===== src/rtl/bbg_pkg.sv =====
package bbg_pkg;

  typedef enum logic {
    ST_IDLE = 1'b0,
    ST_RUN  = 1'b1
  } gen_state_e;

  // wrap bursts accept only power-of-two beat counts 2..16
  function automatic logic wrap_count_ok(input logic [7:0] len_field);
    return (len_field == 8'd1) || (len_field == 8'd3) ||
           (len_field == 8'd7) || (len_field == 8'd15);
  endfunction

endpackage


===== src/rtl/bbg_req_check.sv =====
module bbg_req_check #(
  parameter int ADDR_W   = 32,
  parameter int SIZE_MAX = 3
) (
  input  logic [ADDR_W-1:0] addr,
  input  logic [2:0]        size,
  input  logic [7:0]        len_field,
  input  logic              wrap,
  output logic              legal
);
  import bbg_pkg::*;

  function automatic logic [ADDR_W-1:0] offset_mask(input logic [2:0] sz);
    return (ADDR_W'(1) << sz) - ADDR_W'(1);
  endfunction

  logic size_ok;
  logic start_aligned;

  assign size_ok       = (int'(size) <= SIZE_MAX);
  assign start_aligned = ((addr & offset_mask(size)) == '0);
  assign legal = size_ok && (!wrap || (start_aligned && wrap_count_ok(len_field)));

endmodule


===== src/rtl/bbg_addr_step.sv =====
module bbg_addr_step #(
  parameter int ADDR_W = 32
) (
  input  logic [ADDR_W-1:0] cur_addr,
  input  logic [2:0]        size,
  input  logic [7:0]        len_field,
  input  logic              wrap,
  output logic [ADDR_W-1:0] next_addr,
  output logic [ADDR_W-1:0] cont_mask
);

  function automatic logic [ADDR_W-1:0] beat_bytes(input logic [2:0] sz);
    return ADDR_W'(1) << sz;
  endfunction

  function automatic logic [ADDR_W-1:0] container_mask(input logic [2:0] sz,
                                                       input logic [7:0] lf);
    return ((ADDR_W'(lf) + ADDR_W'(1)) << sz) - ADDR_W'(1);
  endfunction

  function automatic logic [ADDR_W-1:0] round_down(input logic [ADDR_W-1:0] a,
                                                   input logic [2:0] sz);
    return a & ~(beat_bytes(sz) - ADDR_W'(1));
  endfunction

  logic [ADDR_W-1:0] linear_next;

  assign cont_mask   = container_mask(size, len_field);
  assign linear_next = round_down(cur_addr, size) + beat_bytes(size);
  assign next_addr   = wrap ? ((cur_addr & ~cont_mask) | (linear_next & cont_mask))
                            : linear_next;

endmodule


===== src/rtl/bbg_lane_mask.sv =====
module bbg_lane_mask #(
  parameter int ADDR_W = 32,
  parameter int STRB_W = 8
) (
  input  logic [ADDR_W-1:0] addr,
  input  logic [2:0]        size,
  output logic [STRB_W-1:0] mask
);
  localparam int LW = $clog2(STRB_W);

  function automatic logic [LW:0] lane_span(input logic [2:0] sz);
    return (LW+1)'(1) << sz;
  endfunction

  logic [LW-1:0] first_lane;
  logic [LW:0]   win_base;
  logic [LW:0]   last_lane;

  assign first_lane = addr[LW-1:0];
  assign win_base   = {1'b0, first_lane & ~(LW'(lane_span(size)) - LW'(1))};
  assign last_lane  = win_base + lane_span(size) - (LW+1)'(1);

  for (genvar i = 0; i < STRB_W; i++) begin : g_lane
    assign mask[i] = ((LW+1)'(i) >= {1'b0, first_lane}) && ((LW+1)'(i) <= last_lane);
  end

endmodule


===== src/rtl/burst_beat_gen.sv =====
module burst_beat_gen #(
  parameter int ADDR_W = 32,
  parameter int DATA_W = 64
) (
  input  logic              clk,
  input  logic              rst_n,
  input  logic              req_valid,
  output logic              req_ready,
  input  logic [ADDR_W-1:0] req_addr,
  input  logic [2:0]        req_size,
  input  logic [7:0]        req_len,
  input  logic              req_wrap,
  output logic              req_err,
  output logic              beat_valid,
  input  logic              beat_ready,
  output logic [ADDR_W-1:0] beat_addr,
  output logic [DATA_W/8-1:0] beat_mask,
  output logic              beat_last
);
  import bbg_pkg::*;

  localparam int STRB_W   = DATA_W / 8;
  localparam int SIZE_MAX = $clog2(STRB_W);

  gen_state_e        state_q;
  logic [ADDR_W-1:0] addr_q;
  logic [2:0]        size_q;
  logic [7:0]        len_q;
  logic              wrap_q;
  logic [7:0]        left_q;
  logic              err_q;

  // named internal events
  logic              take_req;
  logic              req_legal;
  logic              beat_fire;
  logic [ADDR_W-1:0] step_addr;
  logic [ADDR_W-1:0] wrap_cont;
  logic [ADDR_W-1:0] cur_bytes;

  bbg_req_check #(.ADDR_W(ADDR_W), .SIZE_MAX(SIZE_MAX)) u_check (
    .addr(req_addr), .size(req_size), .len_field(req_len), .wrap(req_wrap),
    .legal(req_legal)
  );

  bbg_addr_step #(.ADDR_W(ADDR_W)) u_step (
    .cur_addr(addr_q), .size(size_q), .len_field(len_q), .wrap(wrap_q),
    .next_addr(step_addr), .cont_mask(wrap_cont)
  );

  bbg_lane_mask #(.ADDR_W(ADDR_W), .STRB_W(STRB_W)) u_mask (
    .addr(addr_q), .size(size_q), .mask(beat_mask)
  );

  assign req_ready  = (state_q == ST_IDLE);
  assign take_req   = req_valid && req_ready;
  assign beat_valid = (state_q == ST_RUN);
  assign beat_addr  = addr_q;
  assign beat_last  = (left_q == 8'd0);
  assign beat_fire  = beat_valid && beat_ready;
  assign req_err    = err_q;
  assign cur_bytes  = ADDR_W'(1) << size_q;

  always_ff @(posedge clk) begin
    if (!rst_n) begin
      state_q <= ST_IDLE;
      addr_q  <= '0;
      size_q  <= '0;
      len_q   <= '0;
      wrap_q  <= 1'b0;
      left_q  <= '0;
      err_q   <= 1'b0;
    end else begin
      err_q <= take_req && !req_legal;
      if (take_req && req_legal) begin
        state_q <= ST_RUN;
        addr_q  <= req_addr;
        size_q  <= req_size;
        len_q   <= req_len;
        wrap_q  <= req_wrap;
        left_q  <= req_len;
      end else if (beat_fire) begin
        if (beat_last) begin
          state_q <= ST_IDLE;
        end else begin
          addr_q <= step_addr;
          left_q <= left_q - 8'd1;
        end
      end
    end
  end


  first_beat_chk: assert property (@(posedge clk) disable iff (!rst_n)
    take_req && req_legal |=> beat_valid && (beat_addr == $past(req_addr)));


  refuse_chk: assert property (@(posedge clk) disable iff (!rst_n)
    take_req && !req_legal |=> req_err && !beat_valid);


  later_aligned_chk: assert property (@(posedge clk) disable iff (!rst_n)
    beat_fire && !beat_last |=> ((beat_addr & (cur_bytes - ADDR_W'(1))) == '0));


  wrap_inside_chk: assert property (@(posedge clk) disable iff (!rst_n)
    beat_fire && !beat_last && wrap_q |=>
      (((beat_addr ^ $past(beat_addr)) & ~wrap_cont) == '0));


  lane_count_chk: assert property (@(posedge clk) disable iff (!rst_n)
    beat_valid |-> ($countones(beat_mask) >= 1) &&
                   (ADDR_W'($countones(beat_mask)) <= cur_bytes));


  done_ready_chk: assert property (@(posedge clk) disable iff (!rst_n)
    beat_fire && beat_last |=> req_ready);


  hold_chk: assert property (@(posedge clk) disable iff (!rst_n)
    beat_valid && !beat_ready |=> beat_valid && $stable(beat_addr) &&
                                 $stable(beat_mask) && $stable(beat_last));

endmodule


===== config.mk =====
export PLATFORM = sky130hd
export DESIGN_NAME = burst_beat_gen
export DESIGN_NICKNAME = d
export VERILOG_FILES = /design/src/rtl/bbg_pkg.sv /design/src/rtl/bbg_req_check.sv /design/src/rtl/bbg_addr_step.sv /design/src/rtl/bbg_lane_mask.sv /design/src/rtl/burst_beat_gen.sv
export SDC_FILE = /design/constraint.sdc
export NUM_CORES = 1
export LEC_CHECK = 0
export ABC_AREA = 1
export BUFFER_PORTS_ARGS = -buffer_cell sky130_fd_sc_hd__buf_2
export CORE_UTILIZATION = 53
export DETAILED_ROUTE_END_ITERATION = 12
export GPL_ROUTABILITY_DRIVEN = 1
export GPL_TIMING_DRIVEN = 0
export PLACE_DENSITY = 0.79
export SLEW_MARGIN = 20
export SYNTH_ARGS = -nofsm -noshare
export SYNTH_HDL_FRONTEND = slang
export SYNTH_SLANG_ARGS = --single-unit

===== constraint.sdc =====
create_clock -name clk -period 2.6 [get_ports clk]
set_input_delay 0.26 -clock clk [delete_from_list [all_inputs] [get_ports clk]]
set_output_delay 0.26 -clock clk [all_outputs]
set_load 0.02 [all_outputs]

==> results of run 1 <==
## final cells by class
cell class	instances	area, µm²
multi-input combinational	734	4453
fill	856	2859
sequential	54	1112
timing repair buffer	138	857.1
inverter	120	461.7
buffer	30	220.2
tap	136	170.2
clock buffer	5	68.82
clock inverter	3	28.78
## cell usage after synthesis (all sizes together), types with 2 or more instances
master  instances  area (µm²)
nor4            5       31.28
inv           120       450.4
xnor2           4       35.03
o21bai          3       22.52
clkbuf         12       45.04
nor3           19       100.1
o221ai          4       35.03
nand3         115       718.2
o21ai          60       315.3
a21boi          3       22.52
o211ai          3       22.52
a21oi          51       277.8
o22ai           2       12.51
nand2         284        1136
buf            19       116.4
dfxtp          54        1081
nand4          18       127.6
a21o            2       15.01
ha             12       150.1
xor2           20       175.2
a31oi           3       18.77
or2             6       37.54
nor2          108       505.5
o31ai           3       22.52
## worst reg2reg max path: cells and delay by family, from the launching register on
kind                       cells  cell delay (ns)
AOI/OAI and AO/OA              3             0.32
buffers and inverters          2             0.15
and+or+nand+nor               13             1.38
DFF                            1             0.43
adders and majority gates      2             0.43
## worst min-delay path by stage
stage                      from         to  slack, ns  cells past startpoint
floorplan                 rst_n  flip-flop       0.40                      2
global placement      left_q[0]  left_q[0]       0.47                      2
detailed placement    left_q[0]  left_q[0]       0.49                      2
CTS                   req_valid    req_err       0.18                      3
global route        req_addr[1]  flip-flop       0.19                      3
finish                req_valid    req_err       0.18                      3
## layer usage
metal	vias up	part of all wire, %	global-route usage (%)	routed length, µm
li1	3346	-	-	-
met1	3215	39	46.66	8098
met2	460	46	58.23	9637
met3	86	11	4.198	2254
met4	0	4.0	11.84	831
met5	-	0	0	0
## metrics by stage
stage               hold slack, ns  std cells
finish                      0.1809       1220
global route                0.1914       1220
CTS                         0.1764       1199
detailed placement          0.4860       1166
global placement            0.4700       1166
floorplan                   0.3984        939
## cell usage in the layout (no fill, tap or decap), drive strengths merged, types with 5 or more instances in the layout
cell type,n
or2,6
inv,121
buf,156
nor4,5
nor3,19
nand2,284
nand4,18
clkbuf,17
dfxtp,54
nor2,108
o21ai,60
a21oi,51
nand3,115
xor2,20
ha,12
## kinds of logic after synthesis
logic type	after synthesis	share of synthesized area, %
AO/OA/AOI/OAI	137	14.20
XOR/XNOR	24	3.781
adder cells (fa/ha/maj)	13	3.061
buffers and inverters	151	11.01
flip-flops	54	19.45
multiplexers	1	0.1801
AND/OR/NAND/NOR	559	48.32
## power groups by stage
stage          clock, mW  sequential, mW  combinational [mW]
6_report           0.547           0.929                1.09
5_1_grt            0.584           0.933                1.16
4_1_cts            0.551           0.924               0.927
3_5_place_dp           0           0.942               0.839
3_3_place_gp           0           0.941               0.830
2_1_floorplan          0           0.964               0.559
## what timing repair did
action	CTS	global route
resized for setup	110	94
pin swaps	50	72
gates cloned	0	0
setup endpoints to repair	30	37
setup buffers	26	23
==> results.md, run 1 <==
| Result | This run |
| --- | --- |
| CORE AREA | 10230 µm² |
| Register-to-register setup slack | -0.16 ns |
| Final setup TNS | -1.733 ns |
| Total standard cell area after synthesis | 5559 µm² |
| Crit-path max cell delay | 0.41 ns |
| Final-report hold violation count | 0 |
| Critical path class | reg2out |
| RePlAce Congestion | 0.9295 |
| Worst-path clk slew | 0.12 ns |
| Hold_buf cts | 0 |
| Starting density of the core | 54.34% |
| Switching component of the power | 1.085 mW |
| Maximum vdd ir drop | 0.3981 mV |
| CTS Root Cell | clkbuf_8 |
| DRT iter0 DRCs | 792 |
| Critical Path Sink Type | primary output |
| N_diodes | 0 |
| Critical path startpoint category | flip-flop |
| Number of antenna violations at the first check in global routing | 0 |
| Vertical die dimension | 104.4 µm |
| Int Pwr | 1.481 mW |
| I/O pin count | 92 |
| Count of mapped cells out of synthesis | 939 |
| Overflow after GRT | 0 |
| Ratio of cells with drive above 1 in the final layout | 34.59% |
| Most common flop cell mapped by yosys | dfxtp_1 |
| Residual DRC count | 0 |
| Distinct cell type count of the synthesized netlist | 51 |
| Placed Area | 6200 µm² |
| Final #Nets | 1144 |
| Number of levels the H-tree was split into | 2 |
| Net Sw Frac | 42.29% |
| Largest net degree at the start of global routing | 20 |
| Worst endpoint required time | 2.34 ns |
| Worst-path cell chain | nor2_4 -> inv_2 -> nor2_2 -> ha_2 -> inv_2 -> fa_2 -> xor2_4 -> nand2_4 -> inv_2 -> nand2_1 -> nand3_1 -> inv_1 -> buf_6 |
| Ys Warns | 0 |
| Std-Cell Rows | 37 |
| Synthesized netlist net count | 1000 |
| Kind of cell adding the most delay to the critical path | adder cells |
| # clock sinks | 54 |
| Detail Placement HPWL | 14040 µm |
| Yosys reg bits | 54 |
| Wire length reported by the detailed router | 20820 µm |
| Sum of internal, switching and leakage power | 2.566 mW |
| Clock Latency Late Sink | 0.34 ns |
| Share of total power in the clock network | 21.3% |
| Die outline area | 10900 µm² |
| Worst Slack Setup Final | -0.2005 ns |
| Launch point of the critical path | size_q[2] |
| EDFF count, synth | 0 |
| Min-delay worst type | in2reg |
| Slew of the pin with the lowest slew margin | 0.7010 ns |
| Final Skew | 0.01675 ns |
| Cell with the largest stage delay on the worst path | dfxtp_4 |
| Critical Path Stages | 13 |
| Final routed wire length divided by cell count | 17.07 µm |
| 1st-pass router iterations | 5 |
| Upper clock frequency limit | 357.1 MHz |
| Reg-to-reg critical path startpoint | len_q[1] |
| Cell mode on critical path | inv_2 |
| Final antenna-violating net count | 0 |
| Worst slew margin | 53.27% |
| Final cell area excluding filler cells | 7372 µm² |
| Number of max-slew violations in the final report | 0 |
| Number of buffers created by CTS | 5 |
| Share of the cycle needed by the critical path after routing | 107.7% |
| Critical-path maximum fanout | 4 |
| Detailed-route via count | 7107 |
| Setup repair after global routing missed its margin | true |
| Final core area utilization | 72.06% |
| Leakage component of the power | 3.511 nW |
| Buf/Inv on CP | 5 |
| Final critical-path required period | 2.801 ns |
| Critical path destination | beat_mask[1] |
| Syn Area/Cell | 5.920 µm² |
| Overall fraction of global-route tracks in use | 35.02% |
| Maximum number of buffers from clock root to sink | 2 |
| Share of synthesized area occupied by flip-flops and latches | 19.45% |
| Power density relative to cell area | 348.1 nW/µm² |
| Routed vias/inst | 5.825 |
| Wire length of the first global-routing pass | 30540 µm |
| Final setup viols | 22 |
| Maxcap violations | 0 |
| Clock tree from TritonCTS | yes |
| Worst EP arrival | 2.54 ns |
| Setup slack after placement | -0.8550 ns |
| Run status | complete, but fails checks |
| Share of synthesized registers carrying an async set or reset | 0% |
| Failing checks | setup timing |
| Port bufs | 91 |
| Combinational share of power | 42.5% |
| Sequential fraction of design power | 36.2% |
| Area growth from synthesis to layout | 32.61% |
| Die width | 104.4 µm |
| Number of cells on the worst reg-to-reg path | 20 |
| Vias in the first global route | 6119 |
No activity file was read; power rests on OpenSTA's default activity.
==> inputs of run 2 (changes only) <==
==> constraint.sdc (replaced) <==
create_clock -name clk -period 2.6 [get_ports clk]
set_input_delay 0.39 -clock clk [delete_from_list [all_inputs] [get_ports clk]]
set_output_delay 0.39 -clock clk [all_outputs]
set_load 0.02 [all_outputs]
==> results.md, run 2 (synthesis results as in run 1) <==
| Result | This run | vs previous |
| --- | --- | --- |
| Run status | complete, but fails checks | unchanged |
| Failing checks | setup timing | unchanged |
| RePlAce Congestion | 0.9295 | unchanged |
| Critical path startpoint category | flip-flop | unchanged |
| Vertical die dimension | 104.4 µm | unchanged |
| # clock sinks | 54 | unchanged |
| Final #Nets | 1135 | was 1144 |
| Clock tree from TritonCTS | yes | unchanged |
| Std-Cell Rows | 37 | unchanged |
| Number of buffers created by CTS | 5 | unchanged |
| Upper clock frequency limit | 350.6 MHz | was 357.1 MHz |
| Final antenna-violating net count | 0 | unchanged |
| I/O pin count | 92 | unchanged |
| Slew of the pin with the lowest slew margin | 0.6801 ns | was 0.7010 ns |
| N_diodes | 0 | unchanged |
| CORE AREA | 10230 µm² | unchanged |
| Overall fraction of global-route tracks in use | 35.06% | was 35.02% |
| Overflow after GRT | 0 | unchanged |
| Wire length reported by the detailed router | 20280 µm | was 20820 µm |
| Commonest non-fill, non-tap cells in the layout | nand2_1 (235), buf_2 (92), inv_1 (90) | was nand2_1 (229), buf_2 (94), inv_1 (92) |
| Setup slack after placement | -0.8550 ns | unchanged |
| Starting density of the core | 54.34% | unchanged |
| Wire length of the first global-routing pass | 30560 µm | was 30540 µm |
| Post-route worst hold slack | 0.3076 ns | was 0.1809 ns |
| Final critical-path required period | 2.852 ns | was 2.801 ns |
| Critical Path Sink Type | primary output | unchanged |
| Number of max-slew violations in the final report | 0 | unchanged |
| Worst endpoint required time | 2.21 ns | was 2.34 ns |
| Number of antenna violations at the first check in global routing | 0 | unchanged |
| Worst Slack Setup Final | -0.2519 ns | was -0.2005 ns |
| Residual DRC count | 0 | unchanged |
| Min-delay worst type | in2reg | unchanged |
| Final core area utilization | 71.51% | was 72.06% |
| Die width | 104.4 µm | unchanged |
| Area growth from synthesis to layout | 31.60% | was 32.61% |
| Routed vias/inst | 5.828 | was 5.825 |
| Detail Placement HPWL | 14040 µm | unchanged |
| Most common library cell in the layout ignoring fill and taps | nand2_1 | unchanged |
| Setup repair after global routing missed its margin | true | unchanged |
| Final Skew | 0.01124 ns | was 0.01675 ns |
| Final setup viols | 24 | was 22 |
| Worst-path clk slew | 0.12 ns | about the same |
| Maxcap violations | 0 | unchanged |
| Detailed-route via count | 7058 | was 7107 |
| Sum of internal, switching and leakage power | 2.558 mW | was 2.566 mW |
| Port bufs | 91 | unchanged |
| CTS Root Cell | clkbuf_8 | unchanged |
| Worst slew margin | 54.66% | was 53.27% |
| Final routed wire length divided by cell count | 16.75 µm | was 17.07 µm |
| Share of the cycle needed by the critical path after routing | 109.7% | was 107.7% |
| Ratio of cells with drive above 1 in the final layout | 33.77% | was 34.59% |
| Clock Latency Late Sink | 0.34 ns | about the same |
| Die outline area | 10900 µm² | unchanged |
| Maximum number of buffers from clock root to sink | 2 | unchanged |
| Leakage component of the power | 3.475 nW | was 3.511 nW |
| Final setup TNS | -2.734 ns | was -1.733 ns |
| 1st-pass router iterations | 5 | unchanged |
| Largest net degree at the start of global routing | 20 | unchanged |
| DRT iter0 DRCs | 695 | was 792 |
| Maximum vdd ir drop | 0.3978 mV | was 0.3981 mV |
| Worst EP arrival | 2.46 ns | was 2.54 ns |
| Vias in the first global route | 6143 | was 6119 |
| Number of levels the H-tree was split into | 2 | unchanged |
| Critical path class | reg2out | unchanged |
| Power density relative to cell area | 349.7 nW/µm² | was 348.1 nW/µm² |
| Final-report hold violation count | 0 | unchanged |
| Critical-path maximum fanout | 4 | unchanged |
[run 2: repair_timing]
item | 4_1_cts | 5_1_grt
resized for setup | 130 | 80
buffers inserted | 24 | 15
hold buffers | 0 | 0
pin swaps | 52 | 58
endpoints found under the setup margin | 30 | 55
[run 2: per-stage QoR]
stage          cells  cell area [µm²]
2_1_floorplan    939             5574
3_3_place_gp    1166             6200
4_1_cts         1197             6944
5_1_grt         1211             7316
3_5_place_dp    1166             6200
6_report        1211             7316
[run 2: where the power goes]
part           switching, mW  total (mW)  leakage [nW]  internal, mW
clock                  0.340       0.543        0.0506         0.203
combinational          0.670        1.09          2.98         0.417
sequential            0.0625       0.929         0.447         0.867
total                   1.07        2.56          3.47          1.49
[run 2: worst paths after layout]
check / end / slack, ns / start / cells past startpoint
min: req_err / 0.31 / req_valid / 3
min reg2reg: beat_valid / 0.50 / beat_valid / 2
max reg2reg: flip-flop / -0.19 / len_q[1] / 21
max: beat_mask[5] / -0.25 / size_q[0] / 12
[run 2: worst max-delay path, cell delays in order (launching register included)]
cell     delay (ns)
dfxtp_4        0.38
buf_12         0.14
o21ai_4        0.18
a21oi_4        0.05
inv_1          0.06
ha_2           0.17
inv_2          0.04
fa_2           0.40
xor2_4         0.19
nand2_4        0.12
nand2_1        0.07
a21oi_1        0.15
buf_4          0.17
[run 2: area by class of cell]
cell class / count / area (µm²)
fill: 863 / 2915
clock buffer: 5 / 68.82
multi-input combinational: 734 / 4437
clock inverter: 3 / 28.78
tap: 136 / 170.2
timing repair buffer: 129 / 800.8
sequential: 54 / 1110
inverter: 120 / 467.9
buffer: 30 / 232.7
[run 2: per-layer routing]
metal | GRT usage (%) | routed length, µm
met1 | 46.35 | 7963
met2 | 58.51 | 9355
met3 | 4.699 | 2204
met4 | 11.53 | 756
met5 | 0 | 0
